`config.mk`:
```
export PLATFORM = sky130hd
export DESIGN_NAME = nor_wbuf_prog
export DESIGN_NICKNAME = d
export VERILOG_FILES = /design/src/rtl/nwb_pkg.sv /design/src/rtl/nwb_bus_writer.sv /design/src/rtl/nwb_step_ctrl.sv /design/src/rtl/nor_wbuf_prog.sv
export SDC_FILE = /design/constraint.sdc
export NUM_CORES = 1
export LEC_CHECK = 0
export ABC_AREA = 1
export ABC_CLOCK_PERIOD_IN_PS = 4100
export CAP_MARGIN = 20
export CELL_PAD_IN_SITES_DETAIL_PLACEMENT = 1
export CELL_PAD_IN_SITES_GLOBAL_PLACEMENT = 1
export CORE_ASPECT_RATIO = 1.4
export CORE_MARGIN = 4
export CORE_UTILIZATION = 44
export CTS_BUF_LIST = sky130_fd_sc_hd__clkbuf_8
export CTS_CLUSTER_DIAMETER = 150
export DETAILED_ROUTE_END_ITERATION = 8
export PLACE_DENSITY = 0.93
export SLEW_MARGIN = 20
export SYNTH_ARGS = -nofsm -noshare
export SYNTH_HDL_FRONTEND = slang
export SYNTH_SLANG_ARGS = --single-unit
```
`constraint.sdc`:
```
create_clock -name clk -period 4.1 [get_ports clk]
set_input_delay 0.82 -clock clk [delete_from_list [all_inputs] [get_ports clk]]
set_output_delay 0.82 -clock clk [all_outputs]
set_load 0.01 [all_outputs]
```
`src/rtl/nwb_pkg.sv`:
```
package nwb_pkg;

  localparam int DQ_W = 16;

  localparam logic [31:0] UNLK_A_ADDR = 32'h0000_0555;
  localparam logic [31:0] UNLK_B_ADDR = 32'h0000_02AA;
  localparam logic [DQ_W-1:0] UNLK_A_DATA = 16'h00AA;
  localparam logic [DQ_W-1:0] UNLK_B_DATA = 16'h0055;
  localparam logic [DQ_W-1:0] CMD_BUF_LOAD = 16'h0025;
  localparam logic [DQ_W-1:0] CMD_CONFIRM = 16'h0029;

  typedef enum logic [2:0] {
    ST_IDLE,
    ST_UNLK_A,
    ST_UNLK_B,
    ST_LOAD_CMD,
    ST_COUNT,
    ST_DATA,
    ST_CONFIRM,
    ST_FINISH
  } step_e;

  typedef enum logic [1:0] {
    PH_IDLE,
    PH_SETUP,
    PH_STROBE,
    PH_HOLD
  } phase_e;

  // a count is legal when it is between one and the buffer size
  function automatic bit count_legal(input int n, input int max_words);
    return (n >= 1) && (n <= max_words);
  endfunction

  // the device takes the count as n-1
  function automatic logic [DQ_W-1:0] count_field(input int n);
    return DQ_W'(n - 1);
  endfunction

  // word address of the k-th data word of a run
  function automatic int load_addr(input int base, input int k);
    return base + k;
  endfunction

endpackage

```
`src/rtl/nwb_bus_writer.sv`:
```
module nwb_bus_writer
  import nwb_pkg::*;
#(
  parameter int ADDR_W  = 16,
  parameter int T_SETUP = 2,
  parameter int T_PULSE = 3
) (
  input  logic              clk,
  input  logic              rst_n,
  input  logic              req,
  input  logic [ADDR_W-1:0] req_addr,
  input  logic [DQ_W-1:0]   req_data,
  output logic              busy,
  output logic              ack,
  output logic              ce_n,
  output logic              we_n,
  output logic [ADDR_W-1:0] addr,
  output logic [DQ_W-1:0]   dq
);

  localparam int TM_MAX = (T_SETUP > T_PULSE) ? T_SETUP : T_PULSE;
  localparam int TM_W   = $clog2(TM_MAX + 1);

  phase_e            ph_q;
  logic [TM_W-1:0]   tmr_q;

  assign busy = (ph_q != PH_IDLE);
  assign ack  = (ph_q == PH_HOLD);

  always_ff @(posedge clk or negedge rst_n) begin
    if (!rst_n) begin
      ph_q  <= PH_IDLE;
      tmr_q <= '0;
      ce_n  <= 1'b1;
      we_n  <= 1'b1;
      addr  <= '0;
      dq    <= '0;
    end else begin
      unique case (ph_q)
        PH_IDLE: begin
          if (req) begin
            ph_q  <= PH_SETUP;
            tmr_q <= TM_W'(T_SETUP - 1);
            ce_n  <= 1'b0;
            addr  <= req_addr;
            dq    <= req_data;
          end
        end
        PH_SETUP: begin
          if (tmr_q == '0) begin
            ph_q  <= PH_STROBE;
            tmr_q <= TM_W'(T_PULSE - 1);
            we_n  <= 1'b0;
          end else begin
            tmr_q <= tmr_q - TM_W'(1);
          end
        end
        PH_STROBE: begin
          if (tmr_q == '0) begin
            ph_q <= PH_HOLD;
            we_n <= 1'b1;
          end else begin
            tmr_q <= tmr_q - TM_W'(1);
          end
        end
        PH_HOLD: begin
          ph_q <= PH_IDLE;
          ce_n <= 1'b1;
        end
        default: ph_q <= PH_IDLE;
      endcase
    end
  end

endmodule

```
`src/rtl/nwb_step_ctrl.sv`:
```
module nwb_step_ctrl
  import nwb_pkg::*;
#(
  parameter int ADDR_W    = 16,
  parameter int MAX_WORDS = 32,
  parameter int CNT_W     = 6
) (
  input  logic              clk,
  input  logic              rst_n,
  input  logic              start,
  input  logic [ADDR_W-1:0] start_addr,
  input  logic [CNT_W-1:0]  word_count,
  input  logic              s_valid,
  input  logic [DQ_W-1:0]   s_data,
  output logic              s_ready,
  input  logic              wr_busy,
  input  logic              wr_ack,
  output logic              wr_req,
  output logic [ADDR_W-1:0] wr_addr,
  output logic [DQ_W-1:0]   wr_data,
  output logic              busy,
  output logic              done,
  output logic              err
);

  step_e             step_q;
  logic [ADDR_W-1:0] base_q;
  logic [ADDR_W-1:0] last_q;
  logic [CNT_W-1:0]  cnt_q;
  logic [CNT_W-1:0]  idx_q;
  logic              active;
  logic              last_word;

  assign active    = (step_q != ST_IDLE) && (step_q != ST_FINISH);
  assign busy      = (step_q != ST_IDLE);
  assign s_ready   = (step_q == ST_DATA) && !wr_busy;
  assign wr_req    = active && !wr_busy && ((step_q != ST_DATA) || s_valid);
  assign last_word = (idx_q == cnt_q - CNT_W'(1));

  always_comb begin
    wr_addr = '0;
    wr_data = '0;
    unique case (step_q)
      ST_UNLK_A:   begin wr_addr = ADDR_W'(UNLK_A_ADDR); wr_data = UNLK_A_DATA; end
      ST_UNLK_B:   begin wr_addr = ADDR_W'(UNLK_B_ADDR); wr_data = UNLK_B_DATA; end
      ST_LOAD_CMD: begin wr_addr = base_q; wr_data = CMD_BUF_LOAD; end
      ST_COUNT:    begin wr_addr = base_q; wr_data = count_field(int'(cnt_q)); end
      ST_DATA:     begin
        wr_addr = ADDR_W'(load_addr(int'(base_q), int'(idx_q)));
        wr_data = s_data;
      end
      ST_CONFIRM:  begin wr_addr = last_q; wr_data = CMD_CONFIRM; end
      default:     begin wr_addr = '0; wr_data = '0; end
    endcase
  end

  always_ff @(posedge clk or negedge rst_n) begin
    if (!rst_n) begin
      step_q <= ST_IDLE;
      base_q <= '0;
      last_q <= '0;
      cnt_q  <= '0;
      idx_q  <= '0;
      done   <= 1'b0;
      err    <= 1'b0;
    end else begin
      done <= 1'b0;
      err  <= 1'b0;
      unique case (step_q)
        ST_IDLE: begin
          if (start) begin
            if (count_legal(int'(word_count), MAX_WORDS)) begin
              base_q <= start_addr;
              cnt_q  <= word_count;
              idx_q  <= '0;
              step_q <= ST_UNLK_A;
            end else begin
              err <= 1'b1;
            end
          end
        end
        ST_UNLK_A:   if (wr_req) step_q <= ST_UNLK_B;
        ST_UNLK_B:   if (wr_req) step_q <= ST_LOAD_CMD;
        ST_LOAD_CMD: if (wr_req) step_q <= ST_COUNT;
        ST_COUNT:    if (wr_req) step_q <= ST_DATA;
        ST_DATA: begin
          if (wr_req) begin
            last_q <= wr_addr;
            idx_q  <= idx_q + CNT_W'(1);
            if (last_word) step_q <= ST_CONFIRM;
          end
        end
        ST_CONFIRM:  if (wr_req) step_q <= ST_FINISH;
        ST_FINISH: begin
          if (wr_ack) begin
            step_q <= ST_IDLE;
            done   <= 1'b1;
          end
        end
        default: step_q <= ST_IDLE;
      endcase
    end
  end

endmodule

```
`src/rtl/nor_wbuf_prog.sv`:
```
module nor_wbuf_prog
  import nwb_pkg::*;
#(
  parameter int ADDR_W    = 16,
  parameter int MAX_WORDS = 32,
  parameter int T_SETUP   = 2,
  parameter int T_PULSE   = 3,
  localparam int CNT_W    = $clog2(MAX_WORDS + 1)
) (
  input  logic              clk,
  input  logic              rst_n,
  input  logic              start,
  input  logic [ADDR_W-1:0] start_addr,
  input  logic [CNT_W-1:0]  word_count,
  input  logic              s_valid,
  input  logic [15:0]       s_data,
  output logic              s_ready,
  output logic              busy,
  output logic              done,
  output logic              start_poll,
  output logic              err,
  output logic              nor_ce_n,
  output logic              nor_we_n,
  output logic [ADDR_W-1:0] nor_addr,
  output logic [15:0]       nor_dq
);

  // internal events, named for the checker
  logic              wr_req;
  logic              wr_ack;
  logic              wr_busy;
  logic [ADDR_W-1:0] wr_addr;
  logic [DQ_W-1:0]   wr_data;
  logic              done_evt;

  nwb_step_ctrl #(
    .ADDR_W   (ADDR_W),
    .MAX_WORDS(MAX_WORDS),
    .CNT_W    (CNT_W)
  ) u_ctrl (
    .clk       (clk),
    .rst_n     (rst_n),
    .start     (start),
    .start_addr(start_addr),
    .word_count(word_count),
    .s_valid   (s_valid),
    .s_data    (s_data),
    .s_ready   (s_ready),
    .wr_busy   (wr_busy),
    .wr_ack    (wr_ack),
    .wr_req    (wr_req),
    .wr_addr   (wr_addr),
    .wr_data   (wr_data),
    .busy      (busy),
    .done      (done_evt),
    .err       (err)
  );

  nwb_bus_writer #(
    .ADDR_W (ADDR_W),
    .T_SETUP(T_SETUP),
    .T_PULSE(T_PULSE)
  ) u_wr (
    .clk     (clk),
    .rst_n   (rst_n),
    .req     (wr_req),
    .req_addr(wr_addr),
    .req_data(wr_data),
    .busy    (wr_busy),
    .ack     (wr_ack),
    .ce_n    (nor_ce_n),
    .we_n    (nor_we_n),
    .addr    (nor_addr),
    .dq      (nor_dq)
  );

  assign done       = done_evt;
  assign start_poll = done_evt;

endmodule

```
* After elaboration in Yosys (flattened, before gate mapping)
Cells that the tools add are included.
** Operators by class
- Add/subtract/negate cells :: 5
- $lt $le $gt $ge :: 2
- Equality and inequality tests :: 27
- Multiplexer cells :: 34
- Reductions and logical operators :: 26
** Operators with widths (count)
- 16-bit one-hot mux with 6 select lines :: 1
- 16-bit one-hot mux with 5 select lines :: 1
- 3-bit 2-to-1 mux :: 10
- 3-bit one-hot mux with 8 select lines :: 1
- 2-bit by 1-bit inequality test with 1-bit output, second input constant :: 11
- 6-bit 2-to-1 mux :: 3
- 16-bit by 6-bit adder with 16-bit output :: 1
- 3-bit equality test, second input constant :: 4
- 6-bit one-hot mux with 2 select lines :: 1
- 3-bit AND reduction :: 4
- 2-bit 2-to-1 mux :: 5
- 10-bit AND reduction :: 1
- 1-bit 2-to-1 mux :: 8
- 2-bit one-hot mux with 4 select lines :: 1
- 2-bit nonzero test :: 4
- 6-bit by 1-bit subtractor with 7-bit output, second input constant :: 1
- 6-bit by 1-bit adder with 6-bit output, second input constant :: 1
- 3-bit by 2-bit equality test with 1-bit output, second input constant :: 2
- 6-bit equality test :: 1
- 6-bit by 1-bit greater-or-equal comparator with 1-bit output, second input constant :: 1
- 6-bit <= comparator, second input constant :: 1
- 2-bit inequality test, second input constant :: 3
- 3-bit inequality test, second input constant :: 2
- 2-bit one-hot mux with 3 select lines :: 1
- other kinds (15) :: 25
** Word-level totals
- Flip-flop bits (word level) :: 87
- Input port bits :: 42
- Output and inout bits :: 39
- Word-level logic and storage cells :: 107

* Depth between registers and ports, before layout
Gate-level depths: netlist (run 1).
- Depth in word-level cells :: 6
- Mapped depth :: 15

* Hierarchy
From an unflattened synthesis (run 1), not the netlist that was laid out.
** Second synthesis, totals
- Cell total of the unflattened synthesis :: 675
- Area, all modules :: 5038.6 µm²
** Modules (own cells, without submodules)
- nwb_step_ctrl :: instances 1, cells an instance 478, area an instance 3359.5 µm², seq. area each 1226.2 µm²
- nwb_bus_writer :: instances 1, cells an instance 196, area an instance 1671.6 µm², seq. area each 953.4 µm²
- nor_wbuf_prog :: instances 1, cells an instance 1, area an instance 7.5 µm², seq. area each 0.0 µm²

* Least setup slack after synthesis (run 1)
Ideal clock, no wire load.
- Kind :: register -> output
- Start point :: register u_ctrl.step_q[1]
- End point :: output s_ready
- Arrival time :: 1.418 ns
- Required time :: 3.280 ns
- Path slack :: 1.862 ns
- Cell stages (with the launch flop) :: 7
- Buffers on the path :: 2
- Cell sequence :: dfrtp_1 > inv_1 > ha_1 > nand2_4 > buf_2 > clkbuf_1 > nor2_1
** Between the ends
- Word-level cells in the longest chain between the ends :: 2
** Ends and longest elaborated chain
- start: declaration :: line nwb_step_ctrl.sv:26 : step_e step_q;
- start signal: assignment :: line nwb_step_ctrl.sv:59 : step_q <= ST_IDLE;
- start signal: assignment :: line nwb_step_ctrl.sv:76 : step_q <= ST_UNLK_A;
- start signal: assignment :: line nwb_step_ctrl.sv:82 : ST_UNLK_A: if (wr_req) step_q <= ST_UNLK_B;
- 3-bit equality test :: line nwb_step_ctrl.sv:36 : assign s_ready = (step_q == ST_DATA) && !wr_busy;
- 1-bit logical AND :: line nwb_step_ctrl.sv:36
- end: declaration :: line nor_wbuf_prog.sv:17 : output logic s_ready,
No other way between the ends.

* Worst setup path after layout (run 1)
- Start point :: register u_ctrl.step_q[1]
- End point :: register u_wr.addr[9]
** Between the ends
- Word-level cells in the longest chain between the ends :: 5
** Ends and longest elaborated chain
- parallel branches: the longest is 5 deep, another holds 16-bit one-hot mux with 5 select lines
- end signal: assignment :: line nwb_bus_writer.sv:45 : addr <= req_addr;
- end: declaration :: line nwb_bus_writer.sv:17 : output logic [ADDR_W-1:0] addr,
Parallel ways; which one is timed is not known.
A chain may end at the register's enable or synchronous reset.

==> summary.md, run 1 <==
| Metric | Value |
|---|---|
| Status | `completed` |
| # DRC | `0` |
| Clock skew after layout | `0.00966 ns` |
| Initial Utilization | `45.0%` |
| Pwr/cell area | `727 nW/um^2` |
| Crit share post-route | `76.0%` |
| Hold Worst Slack | `0.483 ns` |
| Leak Pwr | `3.05 nW` |
| Post-synthesis adder-cell area fraction | `5.02%` |
| WP data required | `4.36 ns` |
| Multiplexer share of the synthesized area | `0.205%` |
| Post-CTS Setup Inserts | `0` |
| Largest family of logic cells by synthesized area | `simple AND/OR/NAND/NOR gates` |
| Min Clock Period, post-route | `3.12 ns` |
| CP Launch Type | `flop` |
| Setup Viol. Count Final | `0` |
| Post-cts repair resize count | `0` |
| Pins over their slew limit | `0` |
| CTS HTree Levels | `3` |
| Initial antenna violation count | `0` |
| Number of I/O port buffers | `80` |
| Critical path peak fanout | `49` |
| Worst Setup Path Type | `flop to flop` |
| Core Footprint | `10900 sq um` |
| CP peak stage delay | `0.58 ns` |
| Cell class contributing the biggest share of worst-path delay | `buffers and inverters` |
| Post-DRT Antenna Nets | `0` |
| Setup TNS | `0 ns` |
| CP max-delay cell | `clkinv_1` |
| CTS Sinks | `87` |
| FF-to-FF path depth | `10` |
| Crit. End Element | `flop` |
| Final setup margin | `0.982 ns` |
| Hold Buf Count CTS | `0` |
| Final net count | `758` |
| Ports | `81` |
| Synth Flop Type | `dfrtp_1` |
| Commonest non-fill, non-tap cell in the layout | `nand2_1` |
| Final Routed Wirelength | `15000 microns` |
| Post-Syn Instances | `625` |
| Reg clk slew, reported paths | `0.09 ns` |
| Hold Path Class | `input port to async pin` |
| DP Worst Slack | `1.08 ns` |
| Post-Synth Simple-Gate Area | `29.1%` |
| Vias | `4594` |
| Placer congestion estimate | `0.876` |
| Layout Area Growth over Synthesis | `22.5%` |
| Synth Area in Compound Gates | `13.0%` |
| Antenna diodes | `0` |
| Die span in x | `97.1 microns` |
| EDFF count, synth | `0` |
| Std-Cell Rows | `45` |
| Most frequent CP cell | `nand2_1` |
| Maximum buffer depth of the clock tree | `2` |
| Maximum clock frequency | `321 MHz` |
| Drt initial violations | `250` |
| Overflow after GRT | `0` |
| Max-cap violation count | `0` |
| Detail-routed net length per standard cell | `17.8 microns` |
| Inserted Clock Buffers | `9` |
| Post-synthesis register bit count | `87` |
| Clk root buf | `clkbuf_8` |
| Vias in the first global route | `5075` |
| CP Depth | `10` |
| Async S/R FF share, synth | `100%` |
| Worst Path Buf+Inv | `4` |
| Yosys Warn Count | `0` |
| Vias/cell | `5.45` |
| Chip height | `133 microns` |
| Post-synthesis average cell area | `7.82 sq um` |
| WP data arrival | `3.38 ns` |
| First-pass GRT wire length | `24900 microns` |
| TritonCTS clock tree | `yes` |
| Gr usage total | `24.1%` |
| Xor and xnor area share after synthesis | `1.25%` |
| Fraction of layout cells with a size suffix above 1 | `5.13%` |
| Hold Violations, Final | `0` |
| First drt pass iteration count | `5` |
| Post-Syn Nets | `686` |
| R2R Path Start | `u_ctrl.step_q[1]` |
| Worst path cell trace | `inv_1, ha_1, nand2_4, inv_4, nand2_2, nand4_4, buf_4, clkinv_1, nand2_1, nand2_1` |
| Die area | `12900 sq um` |
| Seq/Total Area, Yosys | `44.6%` |
| Post-DP HPWL | `11200 microns` |
| VDD IR max | `0.000487 V` |
| Clock Latency Late Sink | `0.38 ns` |
| RSZ-0062 raised after global routing | `no` |
| Most frequent cells in the layout | `nand2_1 (233), dfrtp_1 (85), clkdlybuf4s50_1 (79)` |
| Critical path startpoint | `u_ctrl.step_q[1]` |
| Worst Max-Slew Pin Slew | `0.820 ns` |
| Overall Power | `0.00435 W` |
| Slew headroom | `45.4%` |
| Pin count of the biggest net entering global routing | `88` |
| Synthesized area | `4890 sq um` |
| Synth unique cells | `46` |
-- metrics by stage --
| step | std cells | area [sq um] | util (%) |
|---|---|---|---|
| 3_5_place_dp | 827 | 5750 | 52.9 |
| 2_1_floorplan | 625 | 4890 | - |
| 5_1_grt | 843 | 5990 | 55.1 |
| 4_1_cts | 843 | 5980 | 55.1 |
| 3_3_place_gp | 827 | 5750 | 52.9 |
| 6_report | 843 | 5990 | 55.1 |
-- state kept, by name, summed over array words and instances (netlist names) --
signal	count
u_wr.dq	16
u_ctrl.idx_q	6
u_wr.ce_n	1
u_wr.we_n	1
u_ctrl.done	1
u_ctrl.step_q	3
u_wr.ph_q	2
u_ctrl.err	1
u_wr.tmr_q	2
u_ctrl.last_q	16
u_ctrl.cnt_q	6
u_wr.addr	16
u_ctrl.base_q	16
-- cell usage after synthesis (2+ instances only) --
master	instances	share of area [%]
a22o_1	2	0.36
ha_1	18	4.6
xnor2_1	2	0.36
o21ai_1	6	0.61
nand2_2	2	0.26
xor2_1	5	0.90
buf_1	2	0.15
dfrtp_1	85	44
a22oi_1	5	0.77
clkbuf_1	6	0.46
buf_2	7	0.72
o211ai_1	3	0.46
nor3_1	5	0.51
o2111ai_1	2	0.36
dfstp_2	2	1.1
nand3b_1	2	0.31
nand3_1	47	4.8
o31ai_1	2	0.31
buf_4	3	0.46
a221oi_1	9	1.6
nand2_1	233	18
nor2_1	34	2.6
nand4_1	8	1.0
a21o_1	14	2.1
o21ai_0	24	2.5
a21oi_2	6	1.1
a31oi_1	2	0.26
a21oi_1	18	1.8
clkinv_1	2	0.15
inv_1	52	4.0
inv_2	2	0.15
-- cell type report --
type,count,area (sq um)
Clock inverter,5,81.3
Clock buffer,11,151
Tap cell,141,176
Multi-Input combinational cell,461,2370
Fill cell,1302,4880
Timing Repair Buffer,81,810
Inverter,57,216
Sequential cell,87,2180
-- worst reg2reg max path, delay by kind of cell, from the launching register on --
| family | cells | cell delay, ns |
|---|---|---|
| adder cells (fa/ha/maj) | 1 | 0.32 |
| flip-flops | 1 | 0.42 |
| buffers and inverters | 4 | 1.47 |
| AND/OR/NAND/NOR | 5 | 0.80 |
-- power breakdown --
| group | switching [W] | internal, W |
|---|---|---|
| Clock | 0.000324 | 0.000377 |
| Sequential | 0.000298 | 0.00120 |
| Combinational | 0.00134 | 0.000817 |
-- metal layers --
metal / part of all wire, % / vias to the layer above / track usage, %
met5: 0 / - / 0
met1: 37 / 2275 / 25.6
li1: - / 2191 / -
met3: 2.7 / 38 / 3.85
met2: 56 / 90 / 45.8
met4: 3.8 / 0 / 11.6
-- logic make-up after synthesis --
| group | after synthesis |
|---|---|
| adders and majority gates | 19 |
| muxes | 1 |
| AOI/OAI and AO/OA | 96 |
| and+or+nand+nor | 338 |
| xor gates and xnor gates | 7 |
| DFF | 87 |
| buffers and inverters | 77 |
-- worst paths after layout --
kind                            slack, ns                to
worst max-delay path                 0.98      u_wr.addr[9]
worst min-delay path                 0.48       u_wr.dq[13]
worst max register to register       0.98      u_wr.addr[9]
worst min register to register       0.49         u_wr.we_n
max in group asynchronous            3.02  u_ctrl.base_q[3]
min in group clk                     0.49         u_wr.we_n
Power figures use the tool's default switching activity.
==> run 2, diff against run 1 <==
ABC_CLOCK_PERIOD_IN_PS = 2800   (was 4100)
CORE_UTILIZATION = 37   (was 44)
PLACE_DENSITY = 0.84   (was 0.93)
clock period = 2.8 ns   (was 4.1 ns; I/O delays follow)
==> run 2 against run 1 <==
- cell count increased by 1.9%
- clock skew decreased by 0.0035 ns
- worst setup slack got worse by 0.79 ns
- critical endpoint is now s_ready
- hold slack got worse by 0.33 ns
- sequential cell count unchanged
- first-iteration DRC count decreased by 29%
- combinational power increased by 47%
- non-clock buffer count increased by 5
- die area increased by 18%
==> summary.md, run 2 (synthesis results as in run 1) <==
| Metric | Value |
|---|---|
| Drt initial violations | `178 (was 250)` |
| Gr usage total | `20.9% (was 24.1%)` |
| Post-cts repair resize count | `0 (unchanged)` |
| Die span in x | `105 microns (was 97.1 microns)` |
| Initial Utilization | `38.0% (was 45.0%)` |
| Vias/cell | `5.36 (was 5.45)` |
| Hold Path Class | `input port to async pin (unchanged)` |
| VDD IR max | `0.000524 V (was 0.000487 V)` |
| Pin count of the biggest net entering global routing | `51 (was 88)` |
| Inserted Clock Buffers | `9 (unchanged)` |
| Leak Pwr | `3.05 nW (about the same)` |
| Final setup margin | `0.188 ns (was 0.982 ns)` |
| CP max-delay cell | `clkdlybuf4s50_1 (was clkinv_1)` |
| Pins over their slew limit | `0 (unchanged)` |
| Slew headroom | `46.8% (was 45.4%)` |
| Hold Buf Count CTS | `0 (unchanged)` |
| Crit. End Element | `output port (was flop)` |
| R2R Path Start | `u_ctrl.step_q[1] (unchanged)` |
| TritonCTS clock tree | `yes (unchanged)` |
| FF-to-FF path depth | `10 (unchanged)` |
| Post-DP HPWL | `11900 microns (was 11200 microns)` |
| Maximum buffer depth of the clock tree | `2 (unchanged)` |
| Sequential cell area | `2180 sq um (unchanged)` |
| Post-CTS Setup Inserts | `0 (unchanged)` |
| Combinational Power Share | `51.1% (was 49.6%)` |
| Detail-routed net length per standard cell | `17.8 microns (about the same)` |
| First-pass GRT wire length | `25200 microns (was 24900 microns)` |
| Core Footprint | `12900 sq um (was 10900 sq um)` |
| Critical path peak fanout | `22 (was 49)` |
| Setup TNS | `0 ns (unchanged)` |
| Setup Viol. Count Final | `0 (unchanged)` |
| RSZ-0062 raised after global routing | `no (unchanged)` |
| CP peak stage delay | `0.55 ns (was 0.58 ns)` |
| Int Power | `0.00338 W (was 0.00239 W)` |
| Sw frac | `45.8% (was 45.1%)` |
| Multi-input gate area | `2380 sq um (was 2370 sq um)` |
| CP Launch Type | `flop (unchanged)` |
| CTS HTree Levels | `3 (unchanged)` |
| Crit share post-route | `93.3%` |
| DP Worst Slack | `0.331 ns (was 1.08 ns)` |
| Clock Latency Late Sink | `0.37 ns (was 0.38 ns)` |
| Min Clock Period, post-route | `2.61 ns` |
| Maximum clock frequency | `383 MHz` |
| Number of I/O port buffers | `80 (unchanged)` |
| Fillers | `1609 (was 1302)` |
| Initial antenna violation count | `0 (unchanged)` |
| NetSw | `0.00285 W (was 0.00196 W)` |
| Antenna diodes | `0 (unchanged)` |
| Final net count | `763 (was 758)` |
| Std-Cell Rows | `49 (was 45)` |
| Clock skew after layout | `0.00615 ns (was 0.00966 ns)` |
| Reg clk slew, reported paths | `0.08 ns (was 0.09 ns)` |
| Die area | `15100 sq um (was 12900 sq um)` |
| Layout Area Growth over Synthesis | `22.9% (was 22.5%)` |
| Fraction of layout cells with a size suffix above 1 | `5.67% (was 5.13%)` |
| Placed inst area | `5820 sq um (was 5750 sq um)` |
| Final Routed Wirelength | `15300 microns (was 15000 microns)` |
| # DRC | `0 (unchanged)` |
| WP data arrival | `2.05 ns (was 3.38 ns)` |
| Commonest non-fill, non-tap cell in the layout | `nand2_1 (unchanged)` |
| First drt pass iteration count | `4 (was 5)` |
| Clk root buf | `clkbuf_8 (unchanged)` |
| Hold Violations, Final | `0 (unchanged)` |
| Status | `completed (unchanged)` |
| Vias in the first global route | `5072 (was 5075)` |
| WP data required | `2.24 ns (was 4.36 ns)` |
| Ports | `81 (unchanged)` |
| Hold Worst Slack | `0.153 ns (was 0.483 ns)` |
| Overflow after GRT | `0 (unchanged)` |
| Post-DRT Antenna Nets | `0 (unchanged)` |
| Vias | `4600 (was 4594)` |
| Reg-to-reg endpoint | `u_wr.addr[15] (was u_wr.addr[9])` |
| Reg power frac | `35.2% (was 34.3%)` |
| Placer congestion estimate | `0.875 (was 0.876)` |
| Max-cap violation count | `0 (unchanged)` |
| Worst Setup Path Type | `flop to output port (was flop to flop)` |
| Worst Max-Slew Pin Slew | `0.789 ns (was 0.820 ns)` |
| Pwr/cell area | `1040 nW/um^2 (was 727 nW/um^2)` |
| Chip height | `144 microns (was 133 microns)` |
| Clock power frac | `13.8% (was 16.1%)` |
| R2r setup slk | `0.40 ns (was 0.98 ns)` |
| CTS Sinks | `87 (unchanged)` |
| Final Cell Area | `6010 sq um (was 5990 sq um)` |
| Worst path cell trace | `inv_1, ha_2, nand2_8, nor2_1, clkdlybuf4s50_1 (was inv_1, ha_1, nand2_4, inv_4, nand2_2, nand4_4, buf_4, clkinv_1, nand2_1, nand2_1)` |
| Most frequent cells in the layout | `nand2_1 (233), dfrtp_1 (85), clkdlybuf4s50_1 (79) (unchanged)` |
[run 2: cell types whose count changed in the layout (fill, tap and decap cells not counted), sizes merged]
cell	delta
clkbuf	-2
inv	+1
buf	+5
clkinvlp	+1
bufinv	-1
[run 2: metrics by stage]
stage / utilization (%) / total power (W) / instances
4_1_cts: 46.6 / 0.00627 / 859
2_1_floorplan: - / 0.00418 / 625
6_report: 46.7 / 0.00623 / 859
3_5_place_dp: 45.2 / 0.00540 / 844
3_3_place_gp: 45.2 / 0.00517 / 844
5_1_grt: 46.7 / 0.00675 / 859
[run 2: worst max-delay path by stage]
stage	start	cells after the start	endpoint	slack (ns)
floorplan	u_ctrl.idx_q[0]	12	u_wr.addr[14]	0.81
global placement	word_count[0]	11	u_ctrl.base_q[15]	0.41
detailed placement	word_count[0]	11	u_ctrl.base_q[15]	0.33
CTS	u_ctrl.step_q[1]	5	s_ready	0.05
global route	u_ctrl.step_q[1]	5	s_ready	0.08
finish	u_ctrl.step_q[1]	5	s_ready	0.19
[run 2: cell type report]
type | instances | share of cell area [%]
clock buffer | 9 | 2.06
clock inverter | 6 | 0.916
inverter | 57 | 3.60
multi-input combinational | 461 | 39.7
sequential | 87 | 36.3
tap | 153 | 3.19
timing repair buffer | 86 | 14.2
[run 2: power groups by stage]
| stage | combinational (W) | sequential (W) | clock (W) |
|---|---|---|---|
| 6_report | 0.00318 | 0.00219 | 0.000857 |
| 2_1_floorplan | 0.00204 | 0.00214 | 0 |
| 3_3_place_gp | 0.00300 | 0.00217 | 0 |
| 5_1_grt | 0.00358 | 0.00225 | 0.000925 |
| 4_1_cts | 0.00321 | 0.00218 | 0.000875 |
| 3_5_place_dp | 0.00319 | 0.00220 | 0 |
[run 2: critical path: cells and delay by family (launching register included)]
family | cells | cell delay [ns]
buffers and inverters | 2 | 0.66
adder cells (fa/ha/maj) | 1 | 0.28
flip-flops | 1 | 0.43
AND/OR/NAND/NOR | 2 | 0.31
[run 2: metal layers]
metal / vias to the layer above / GRT usage (%) / wire (microns)
li1: 2205 / - / -
met1: 2254 / 22.5 / 5860
met2: 99 / 39.5 / 8390
met3: 42 / 3.22 / 418
met4: 0 / 10.7 / 601
met5: - / 0 / 0
